$ cat config.mk
export PLATFORM = sky130hd
export DESIGN_NAME = flash_therm_enc
export DESIGN_NICKNAME = d
export VERILOG_FILES = /design/src/rtl/flash_enc_pkg.sv /design/src/rtl/therm_window_enc.sv /design/src/rtl/therm_bubble_det.sv /design/src/rtl/flash_therm_enc.sv
export SDC_FILE = /design/constraint.sdc
export NUM_CORES = 1
export LEC_CHECK = 0
export ABC_AREA = 1
export BUFFER_PORTS_ARGS = -buffer_cell sky130_fd_sc_hd__buf_2
export CORE_AREA = 2 2 39 41
export CTS_CLUSTER_DIAMETER = 80
export DETAILED_ROUTE_END_ITERATION = 12
export DIE_AREA = 0 0 41 43
export GPL_TIMING_DRIVEN = 1
export PLACE_DENSITY = 0.34
export REMOVE_ABC_BUFFERS = 1
export SETUP_SLACK_MARGIN = 0.05
export SYNTH_ARGS = -nofsm -noshare
export SYNTH_HDL_FRONTEND = slang
export SYNTH_SLANG_ARGS = --single-unit
$ cat constraint.sdc
create_clock -name clk -period 0.8 [get_ports clk]
set_input_delay 0.12 -clock clk [delete_from_list [all_inputs] [get_ports clk]]
set_output_delay 0.12 -clock clk [all_outputs]
set_load 0.02 [all_outputs]
$ cat src/rtl/flash_enc_pkg.sv
// Shared helpers for the flash thermometer encoder.
// Assumes the code width is at least 2.
package flash_enc_pkg;
    // Number of comparator inputs for an n-bit result.
    function automatic int therm_width(input int n);
        return (1 << n) - 1;
    endfunction
endpackage

$ cat src/rtl/therm_window_enc.sv
// Window-term encoder. Each output bit is an OR of terms of the form
// G_a AND NOT G_(a+2^b); when the upper index falls off the top of the
// comparator bank, the term is G_a alone. The result is offset binary.
// Assumes cmp_i[k-1] carries comparator Gk. Purely combinational.
module therm_window_enc
    import flash_enc_pkg::*;
#(
    parameter int N = 3
) (
    input  logic [therm_width(N)-1:0] cmp_i,
    output logic [N-1:0]              ubin_o
);
    localparam int TOP = 1 << N;

    for (genvar b = 0; b < N; b++) begin : g_bit
        localparam int STEP  = 1 << b;
        localparam int TERMS = 1 << (N - 1 - b);
        logic [TERMS-1:0] term;
        for (genvar t = 0; t < TERMS; t++) begin : g_term
            localparam int LO = (2 * t + 1) * STEP;
            localparam int HI = LO + STEP;
            if (HI >= TOP) begin : g_open
                // The window runs to the top of the bank.
                assign term[t] = cmp_i[LO-1];
            end else begin : g_closed
                // The window lies between two thresholds.
                assign term[t] = cmp_i[LO-1] & ~cmp_i[HI-1];
            end
        end
        // OR the windows that belong to this bit.
        assign ubin_o[b] = |term;
    end
endmodule

$ cat src/rtl/therm_bubble_det.sv
// Gap detector. It flags any pair of adjacent comparators where the
// upper one is high and the lower one is low. A gap between any two
// comparators forces at least one such adjacent pair. Combinational.
module therm_bubble_det
    import flash_enc_pkg::*;
#(
    parameter int N = 3
) (
    input  logic [therm_width(N)-1:0] cmp_i,
    output logic                      bubble_o
);
    localparam int W = therm_width(N);

    logic [W-2:0] gap;
    for (genvar i = 1; i < W; i++) begin : g_pair
        // An upper comparator is high above a low neighbour.
        assign gap[i-1] = cmp_i[i] & ~cmp_i[i-1];
    end
    // Any gap flags the whole pattern.
    assign bubble_o = |gap;
endmodule

$ cat src/rtl/flash_therm_enc.sv
// Flash converter thermometer encoder, top level. It converts the
// comparator bank to a two's-complement code by inverting the MSB of
// the offset-binary window result, flags patterns that are not a
// thermometer, and registers both. A pattern with a gap is encoded by
// the same equations. Reset is synchronous and active low.
module flash_therm_enc
    import flash_enc_pkg::*;
#(
    parameter int N = 3
) (
    input  logic                      clk,
    input  logic                      rst_n,
    input  logic [therm_width(N)-1:0] cmp_i,
    output logic [N-1:0]              code_o,
    output logic                      bubble_o
);
    logic [N-1:0] ubin;
    logic         bubble_c;
    logic [N-1:0] signed_c;

    therm_window_enc #(.N(N)) u_enc (
        .cmp_i  (cmp_i),
        .ubin_o (ubin)
    );

    therm_bubble_det #(.N(N)) u_bub (
        .cmp_i    (cmp_i),
        .bubble_o (bubble_c)
    );

    // Convert offset binary to two's complement by flipping the MSB.
    always_comb begin
        signed_c        = ubin;
        signed_c[N-1]   = ~ubin[N-1];
    end

    // Output register with synchronous clear.
    always_ff @(posedge clk) begin
        if (!rst_n) begin
            code_o   <= '0;
            bubble_o <= 1'b0;
        end else begin
            code_o   <= signed_c;
            bubble_o <= bubble_c;
        end
    end
endmodule

==> results.md, run 1 <==
* Slowest cell on the critical path: dfxtp_2
* Max incr delay on CP at between 0.3 and 0.4 ns
* Post-route ant nets at 0
* IO Pins at 13
* GR Overflow Total at 0
* Clock tree root buffer cell: clkbuf_4
* CTS buffer count at 3
* Final Slew Violations at 0
* Die W at just over 40 microns
* Initial core utilization at 12.3%
* F_max at 1.29 GHz
* GPL Wtd Cong at 0.680
* Synth warn at 0
* Number of global-route vias before repair at roughly 210
* FF+latch count, synth at 4
* Router iterations before antenna repair at 2
* Largest net degree at the start of global routing at 5
* Crit path arrival time at approximately 0.66 ns
* Req. time, crit path at 0.68 ns
* Tmin final at about 0.78 ns
* Post-synthesis cell count at 26
* Layout area overhead at 77.9%
* Setup Buffers After CTS at 0
* Worst slew pin tran at around 0.15 ns
* Reg clk slew, reported paths at about 0.040 ns
* Max IR drop VDD at between 0.0002 and 0.0003 V
* Htree depth at 1
* CTS Buffer Depth at 2
* # placed instances at 54
* Diodes inserted at 0
* Most frequent cells in the layout: 8 x nand2_1, 8 x buf_2, 5 x inv_1, 4 x dfxtp_2, 4 x buf_6
* Via/cell ratio at approximately 3.5
* Unrepaired setup endpoints after global routing: yes
* Static leakage at roughly 0.16 nW
* Crit path launch type: flip-flop
* Layout cells sized above 1 at approximately 46%
* Die Height at between 40 and 50 microns
* Detail Placement HPWL at 350 microns
* Layout fillers at 162
* Worst Path Max Fanout at 1
* Fin. Hold Viols at 0
* Die area at between 1500 and 2000 sq um
* Footprint of the multi-input gates at 71.3 sq um
* Hold Slack at ~0.09 ns
* WL final at ~420 microns
* Post-synthesis sequential area ratio at 47.1%
* Via count at between 150 and 200
* CP Buf/Inv Count at 1
* Max Cap Violations at 0
* Status: completed
* DRC at 0
* First-pass GRT wire length at ~730 microns
* Kind of critical path: flip-flop to output port
* Mean routed wirelength per cell at approximately 7.3 microns
* TritonCTS Sinks at 4
* # setup viols final at 0
* Initial antenna violation count at 0
* Fin crit share at a little over nine tenths
* Slew Limit Headroom at around 90%
* Core Footprint at 1380 sq um
* Final Core Density at 21.9%
* # rows at 14
* Iteration-0 DRC Markers at 1
* Tot GR Track Use at around 6.4%
* Worst path cell trace: buf_6
* I/O Buffers at 12
* Final std cells w/o fill at 57
* Yosys cell types at 7
* Crit. End Element: output port
* Layout Nets at 52
* Cell family with most CP delay: flip-flops
* Avg Cell Area, Syn at between 6 and 7 sq um
* Min-delay worst type: primary input to flip-flop
* Area occupied by registers at around 85 sq um
* Pwr/cell area at about 1900 nW/um^2
* CTS tree: done
* Post-Syn Area at 170 sq um
[metrics by stage]
step                TNS, ns  instance area [sq um]  total power [mW]  setup WS (ns)
finish                    0                    303             0.571         0.0242
global route        -0.0108                    303             0.622       -0.00443
CTS                       0                    303             0.587         0.0121
detailed placement        0                    250             0.312         0.0565
global placement          0                    250             0.313         0.0713
floorplan                 0                    170             0.268          0.264
[registers in the layout, indices dropped and copies added (netlist names)]
| register | flops |
|---|---|
| code_o | 3 |
| bubble_o | 1 |
[repair_timing]
action,4_1_cts,5_1_grt
resized for setup,12,0
cloned,0,0
hold buffers,0,0
setup endpoints to repair,4,4
[logic make-up (layout without fill, tap and decap cells)]
group           count (synthesis)  in the layout  synth area share (%)
compound gates                  6              6                  17.6
buf+inv                         5             20                  11.0
simple gates                   11             11                  24.3
flops                           4              4                  47.1
[cell usage after synthesis]
master | n | area share [%]
inv_1 | 5 | 11
o21ai_1 | 1 | 2.9
dfxtp_1 | 4 | 47
a21oi_1 | 3 | 8.8
o21ai_0 | 2 | 5.9
nor2_1 | 3 | 6.6
nand2_1 | 8 | 18
[routing by layer]
layer	vias to the layer above	global-route usage, %	share of wire, %
li1	110	-	-
met1	78	9.27	54
met2	11	6.25	38
met3	0	1.57	7.7
met4	0	8.00	0
met5	-	0	0
[path summary, 6_finish.rpt]
kind                         to  depth (start not counted)      start
worst min-delay path  code_o[2]                          2   cmp_i[3]
worst max-delay path  code_o[2]                          1  code_o[2]
[power by group]
part | internal [mW] | switching, mW | total, mW
logic | 0.0524 | 0.0540 | 0.106
registers | 0.217 | 0.00573 | 0.223
clock network | 0.167 | 0.0743 | 0.241
total | 0.437 | 0.134 | 0.571
[cell type report]
type,count,share of cell area [%]
multi-input cells,17,23.6
flip-flops and latches,4,28.1
repair buffers,12,28.1
clock buffers,3,7.44
well taps,16,6.61
inverters,5,6.20
Power figures use the tool's default switching activity.
==> run 2: changes to the inputs <==
Settings changed: ABC_AREA 1 to not set, PLACE_DENSITY 0.34 to 0.33.
==> results.md, run 2 <==
* Status: completed
* Layout Nets at 44 (-15%)
* Most frequent cells in the layout: 8 x buf_2, 4 x a21oi_1, 4 x dfxtp_2, 4 x buf_6
* I/O Buffers at 12 (unchanged)
* WL final at 410 microns (-1.9%)
* Cell family with most CP delay: flip-flops
* Avg Cell Area, Syn at 9.18 sq um (+40%)
* Slowest cell on the critical path: dfxtp_2
* Tot GR Track Use at 6.02% (-0.39 points)
* Post-synth EDFFs at 0 (unchanged)
* Router iterations before antenna repair at 2 (unchanged)
* Die area at 1760 sq um (unchanged)
* Pwr/cell area at 1920 nW/um^2 (+1.9%)
* Reg clk slew, reported paths at 0.04 ns (about the same)
* Worst Path Max Fanout at 1 (unchanged)
* # setup viols final at 0 (unchanged)
* Synth top area cells: dfxtp_1 48%, a21oi_1 12%, nor2b_1 11%
* TritonCTS Sinks at 4 (unchanged)
* Leading area contributor after synthesis: dfxtp_1
* CP Buf/Inv Count at 1 (unchanged)
* Core Footprint at 1380 sq um (unchanged)
* # rows at 14 (unchanged)
* Commonest non-fill, non-tap cell in the layout: buf_2
* Yosys cell types at 9 (+2)
* Post-synthesis cell count at 18 (-31%)
* Htree depth at 1 (unchanged)
* Post-route ant nets at 0 (unchanged)
* Post-Syn Area at 165 sq um (-2.9%)
* IO Pins at 13 (unchanged)
* Number of flip-flops in the largest register at 3 (unchanged)
* Tmin final at 0.776 ns (+0.000273 ns)
* Crit path launch type: flip-flop
* CTS tree: done
* Iteration-0 DRC Markers at 1 (unchanged)
* Slew Limit Headroom at 90.3% (+0.59 points)
* Worst slew pin tran at 0.142 ns (-0.0113 ns)
* GR Overflow Total at 0 (unchanged)
* Largest net degree at the start of global routing at 5 (unchanged)
* Diodes inserted at 0 (unchanged)
* Layout fillers at 154 (-4.9%)
* Unrepaired setup endpoints after global routing: yes
* Ys async rst share at 0% (unchanged)
* Die Height at 43 microns (unchanged)
* Number of global-route vias before repair at 169 (-19%)
* Via/cell ratio at 3.59 (+2.9%)
* Synth top area share at 48.5% (+1.4 points)
* Max IR drop VDD at 0.000456 V (+66%)
* Top cells by count, synth: 4 x a21oi_1, 4 x dfxtp_1, 3 x nor2b_1
* Die W at 41 microns (unchanged)
* CTS buffer count at 3 (unchanged)
* Kind of critical path: flip-flop to output port
* CTS Buffer Depth at 2 (unchanged)
* DRC at 0 (unchanged)
* Worst path cell trace: buf_6
* Layout cells sized above 1 at 57.6% (+11 points)
* Fin. Hold Viols at 0 (unchanged)
* Via count at 176 (-12%)
* Top reg by flops: code_o
* Layout area overhead at 80.3%
* Synth warn at 0 (unchanged)
* Crit path arrival time at 0.66 ns (about the same)
* Static leakage at 0.141 nW (-14%)
* Largest regs: code_o: 3 flops, bubble_o: 1 flops
* Top_reg_cell synth: dfxtp_1
* Max Cap Violations at 0 (unchanged)
* Mean routed wirelength per cell at 8.37 microns (+14%)
* First-pass GRT wire length at 614 microns (-16%)
* GPL Wtd Cong at 0.620 (-8.9%)
* Req. time, crit path at 0.68 ns (about the same)
* Hold Slack at 0.0718 ns (-0.0173 ns)
* Min-delay worst type: primary input to flip-flop
* Crit. End Element: output port
* Clock tree root buffer cell: clkbuf_4
* FF+latch count, synth at 4 (unchanged)
* Fin crit share at 97.0% (about the same)
* Final Slew Violations at 0 (unchanged)
* F_max at 1.29 GHz (about the same)
* Final Core Density at 21.5% (-0.36 points)
* Initial core utilization at 11.9% (-0.36 points)
* Initial antenna violation count at 0 (unchanged)
* Max incr delay on CP at 0.31 ns (about the same)
* Post-synthesis sequential area ratio at 48.5% (+1.4 points)
## run 2: cell families (layout without fill, tap and decap cells)
logic type | after synthesis | count (layout) | synth area share (%)
AOI/OAI and AO/OA | 7 | 7 | 27.3
and+or+nand+nor | 4 | 4 | 13.6
muxes | 1 | 1 | 6.06
buffers and inverters | 2 | 17 | 4.55
DFF | 4 | 4 | 48.5
## run 2: path summary, 6_finish.rpt
check                      from        end  slack [ns]  cells after the start
worst min-delay path   cmp_i[3]  code_o[2]        0.07                      2
worst max-delay path  code_o[1]  code_o[1]        0.02                      1
## run 2: repair_timing
action	4_1_cts	5_1_grt
setup endpoints to repair	4	4
hold buffers	0	0
setup buffers	0	0
gates resized for setup	12	0
## run 2: power by group
group / internal (mW) / switching (mW)
Sequential: 0.217 / 0.00617
Clock: 0.167 / 0.0747
Combinational: 0.0562 / 0.0504
Total: 0.441 / 0.131
## run 2: layer usage
layer | vias to the layer above | track usage, % | part of all wire [%]
li1 | 93 | - | -
met5 | - | 0 | 0
met2 | 13 | 7.50 | 41
met4 | 0 | 6.00 | 0
met3 | 0 | 4.71 | 16
met1 | 70 | 5.77 | 43
## run 2: cell type report
type                            instances  area [sq um]  area share, %
Timing Repair Buffer                   12          85.1           28.6
Inverter                                2          7.51           2.52
Multi-Input combinational cell         12          77.6           26.1
Sequential cell                         4          85.1           28.6
Clock buffer                            3          22.5           7.56
Tap cell                               16          20.0           6.72
## run 2: through the flow
stage	cells	power, mW	cell area (sq um)	worst slack (ns)	TNS [ns]
2_1_floorplan	18	0.266	165	0.163	0
3_3_place_gp	46	0.310	245	0.0120	0
3_5_place_dp	46	0.313	245	-0.00106	-0.00106
4_1_cts	49	0.587	298	0.0115	0
5_1_grt	49	0.613	298	-0.00305	-0.00350
6_report	49	0.572	298	0.0239	0
==> run 3: changes to the inputs <==
Settings changed: PLACE_DENSITY 0.33 to 0.35, SYNTH_HIERARCHICAL set to 1.
==> results.md, run 3 <==
* Via/cell ratio at 3.57 (-0.49%)
* Diodes inserted at 0 (unchanged)
* Max IR drop VDD at 0.000409 V (-10%)
* Min-delay worst type: primary input to flip-flop
* Top_reg_cell synth: dfxtp_1
* CP Buf/Inv Count at 1 (unchanged)
* Finished Cell Area at 335 sq um (+13%)
* Synth Area in Adders at 0% (unchanged)
* CTS tree: done
* Slowest cell on the critical path: dfxtp_2
* Die Height at 43 microns (unchanged)
* Layout area overhead at 78.7%
* GPL Wtd Cong at 0.665 (+7.4%)
* Top cells by count, synth: 4 x dfxtp_1, 3 x and2_1
* Iteration-0 DRC Markers at 0 (-1)
* Yosys cell types at 12 (+3)
* Combinational family with the most area after synthesis: simple AND/OR/NAND/NOR gates
* Clock tree root buffer cell: clkbuf_4
* Leading area contributor after synthesis: dfxtp_1
* Tmin final at 0.776 ns (+0.000184 ns)
* First-pass GRT wire length at 696 microns (+13%)
* F_max at 1.29 GHz (about the same)
* Largest net degree at the start of global routing at 5 (unchanged)
* Crit. End Element: output port
* Initial core utilization at 13.6% (+1.6 points)
* Number of flip-flops in the largest register at 3 (unchanged)
* Worst slew pin tran at 0.174 ns (+0.0329 ns)
* Req. time, crit path at 0.68 ns (about the same)
* Commonest non-fill, non-tap cell in the layout: buf_2
* Unrepaired setup endpoints after global routing: yes
* Post-Syn Area at 188 sq um (+14%)
* GR Overflow Total at 0 (unchanged)
* # rows at 14 (unchanged)
* Status: completed
* Post-synth EDFFs at 0 (unchanged)
* Layout Nets at 49 (+11%)
* Post-synthesis sequential area ratio at 42.7% (-5.8 points)
* Slew Limit Headroom at 88.2% (-2.0 points)
* Core Footprint at 1380 sq um (unchanged)
* Die W at 41 microns (unchanged)
* Layout cells sized above 1 at 63.2% (+5.6 points)
* Post-synthesis simple-gate area fraction at 28.0% (+14 points)
* Crit path launch type: flip-flop
* Synth top area share at 42.7% (-5.8 points)
* Crit path arrival time at 0.66 ns (about the same)
* Max Cap Violations at 0 (unchanged)
* Post-layout total power at 0.585 mW (+2.3%)
* Post-route ant nets at 0 (unchanged)
* Initial antenna violation count at 0 (unchanged)
* Tot GR Track Use at 6.33% (+0.31 points)
* Sum Neg Setup Slack at 0 ns (unchanged)
* CTS Buffer Depth at 2 (unchanged)
* # placed instances at 51 (+11%)
* CTS buffer count at 3 (unchanged)
* Worst Path Max Fanout at 1 (unchanged)
* Mux cell area share after synthesis at 5.33% (-0.73 points)
* Synth warn at 6 (+6)
* Kind of critical path: flip-flop to output port
* Worst path cell trace: buf_6
* # setup viols final at 0 (unchanged)
* Max incr delay on CP at 0.31 ns (about the same)
* Post-Synth XOR/XNOR Area at 0% (unchanged)
* Top reg by flops: code_o
* DRC at 0 (unchanged)
* Router iterations before antenna repair at 1 (-1)
* Count leader, synth: dfxtp_1
* WL final at 428 microns (+4.4%)
* Detail Placement HPWL at 371 microns
* Die area at 1760 sq um (unchanged)
* Post-DP Area at 283 sq um (+15%)
* Reg clk slew, reported paths at 0.04 ns (about the same)
* Mean routed wirelength per cell at 7.93 microns (-5.3%)
* IO Pins at 13 (unchanged)
* Final Slew Violations at 0 (unchanged)
* Largest regs: code_o: 3 flops, bubble_o: 1 flops
* Final std cells w/o fill at 54 (+10%)
* Pwr/cell area at 1750 nW/um^2 (-9.1%)
* Synth top area cells: dfxtp_1 43%, and2_1 10%, nor2b_1 6.7%
* Static leakage at 0.166 nW (+17%)
* Cell family with most CP delay: flip-flops
* TritonCTS Sinks at 4 (unchanged)
* I/O Buffers at 12 (unchanged)
* Htree depth at 1 (unchanged)
* Post-synthesis cell count at 21 (+3)
* Avg Cell Area, Syn at 8.94 sq um (-2.6%)
* Hold Buf Count CTS at 0 (unchanged)
* FF+latch count, synth at 4 (unchanged)
* Ys async rst share at 0% (unchanged)
* Most frequent cells in the layout: 8 x buf_2, 4 x dfxtp_2, 4 x buf_6
* Synth Area in Compound Gates at 16.0% (-11 points)
* Fin crit share at 97.0% (about the same)
* Number of global-route vias before repair at 190 (+12%)
* Fin. Hold Viols at 0 (unchanged)
* Via count at 193 (+9.7%)
-- run 3: layout make-up --
class | count | area [sq um]
inverters | 2 | 7.51
well taps | 16 | 20.0
multi-input cells | 14 | 92.6
flip-flops and latches | 4 | 85.1
clock buffers | 3 | 22.5
repair buffers | 15 | 108
fillers | 166 | 1050
-- run 3: stage by stage --
| step | utilization (%) | setup slack (ns) | hold WS (ns) |
|---|---|---|---|
| 6_report | 24.2 | 0.0237 | 0.139 |
| 3_3_place_gp | 20.4 | -0.134 | 0.375 |
| 2_1_floorplan | - | -0.00153 | 0.186 |
| 3_5_place_dp | 20.4 | -0.132 | 0.374 |
| 4_1_cts | 24.2 | 0.0104 | 0.130 |
| 5_1_grt | 24.2 | -0.00359 | 0.157 |
-- run 3: logic make-up after synthesis --
group                  Yosys count
AOI/OAI and AO/OA                4
buffers and inverters            3
DFF                              4
muxes                            1
and+or+nand+nor                  9
-- run 3: timing repair --
action / 4_1_cts / 5_1_grt
resized for setup: 12 / 0
setup endpoints to repair: 4 / 4
buffers inserted: 0 / 0
-- run 3: layer usage --
metal | global-route usage [%] | share of wire [%] | vias up
li1 | - | - | 102
met1 | 7.40 | 39 | 78
met2 | 7.81 | 43 | 13
met3 | 1.57 | 18 | 0
met4 | 8.00 | 0 | 0
met5 | 0 | 0 | -
-- run 3: final timing paths --
check  slack (ns)        end      start  depth (start not counted)
min          0.14  code_o[0]      rst_n                          2
max          0.02  code_o[1]  code_o[1]                          1
-- run 3: power breakdown --
| part | internal, mW | total, mW | leakage, nW | switching, mW |
|---|---|---|---|---|
| combinational | 0.0682 | 0.119 | 0.118 | 0.0509 |
| clock | 0.167 | 0.243 | 0.0138 | 0.0760 |
| sequential | 0.217 | 0.223 | 0.0342 | 0.00566 |
| total | 0.453 | 0.585 | 0.166 | 0.133 |
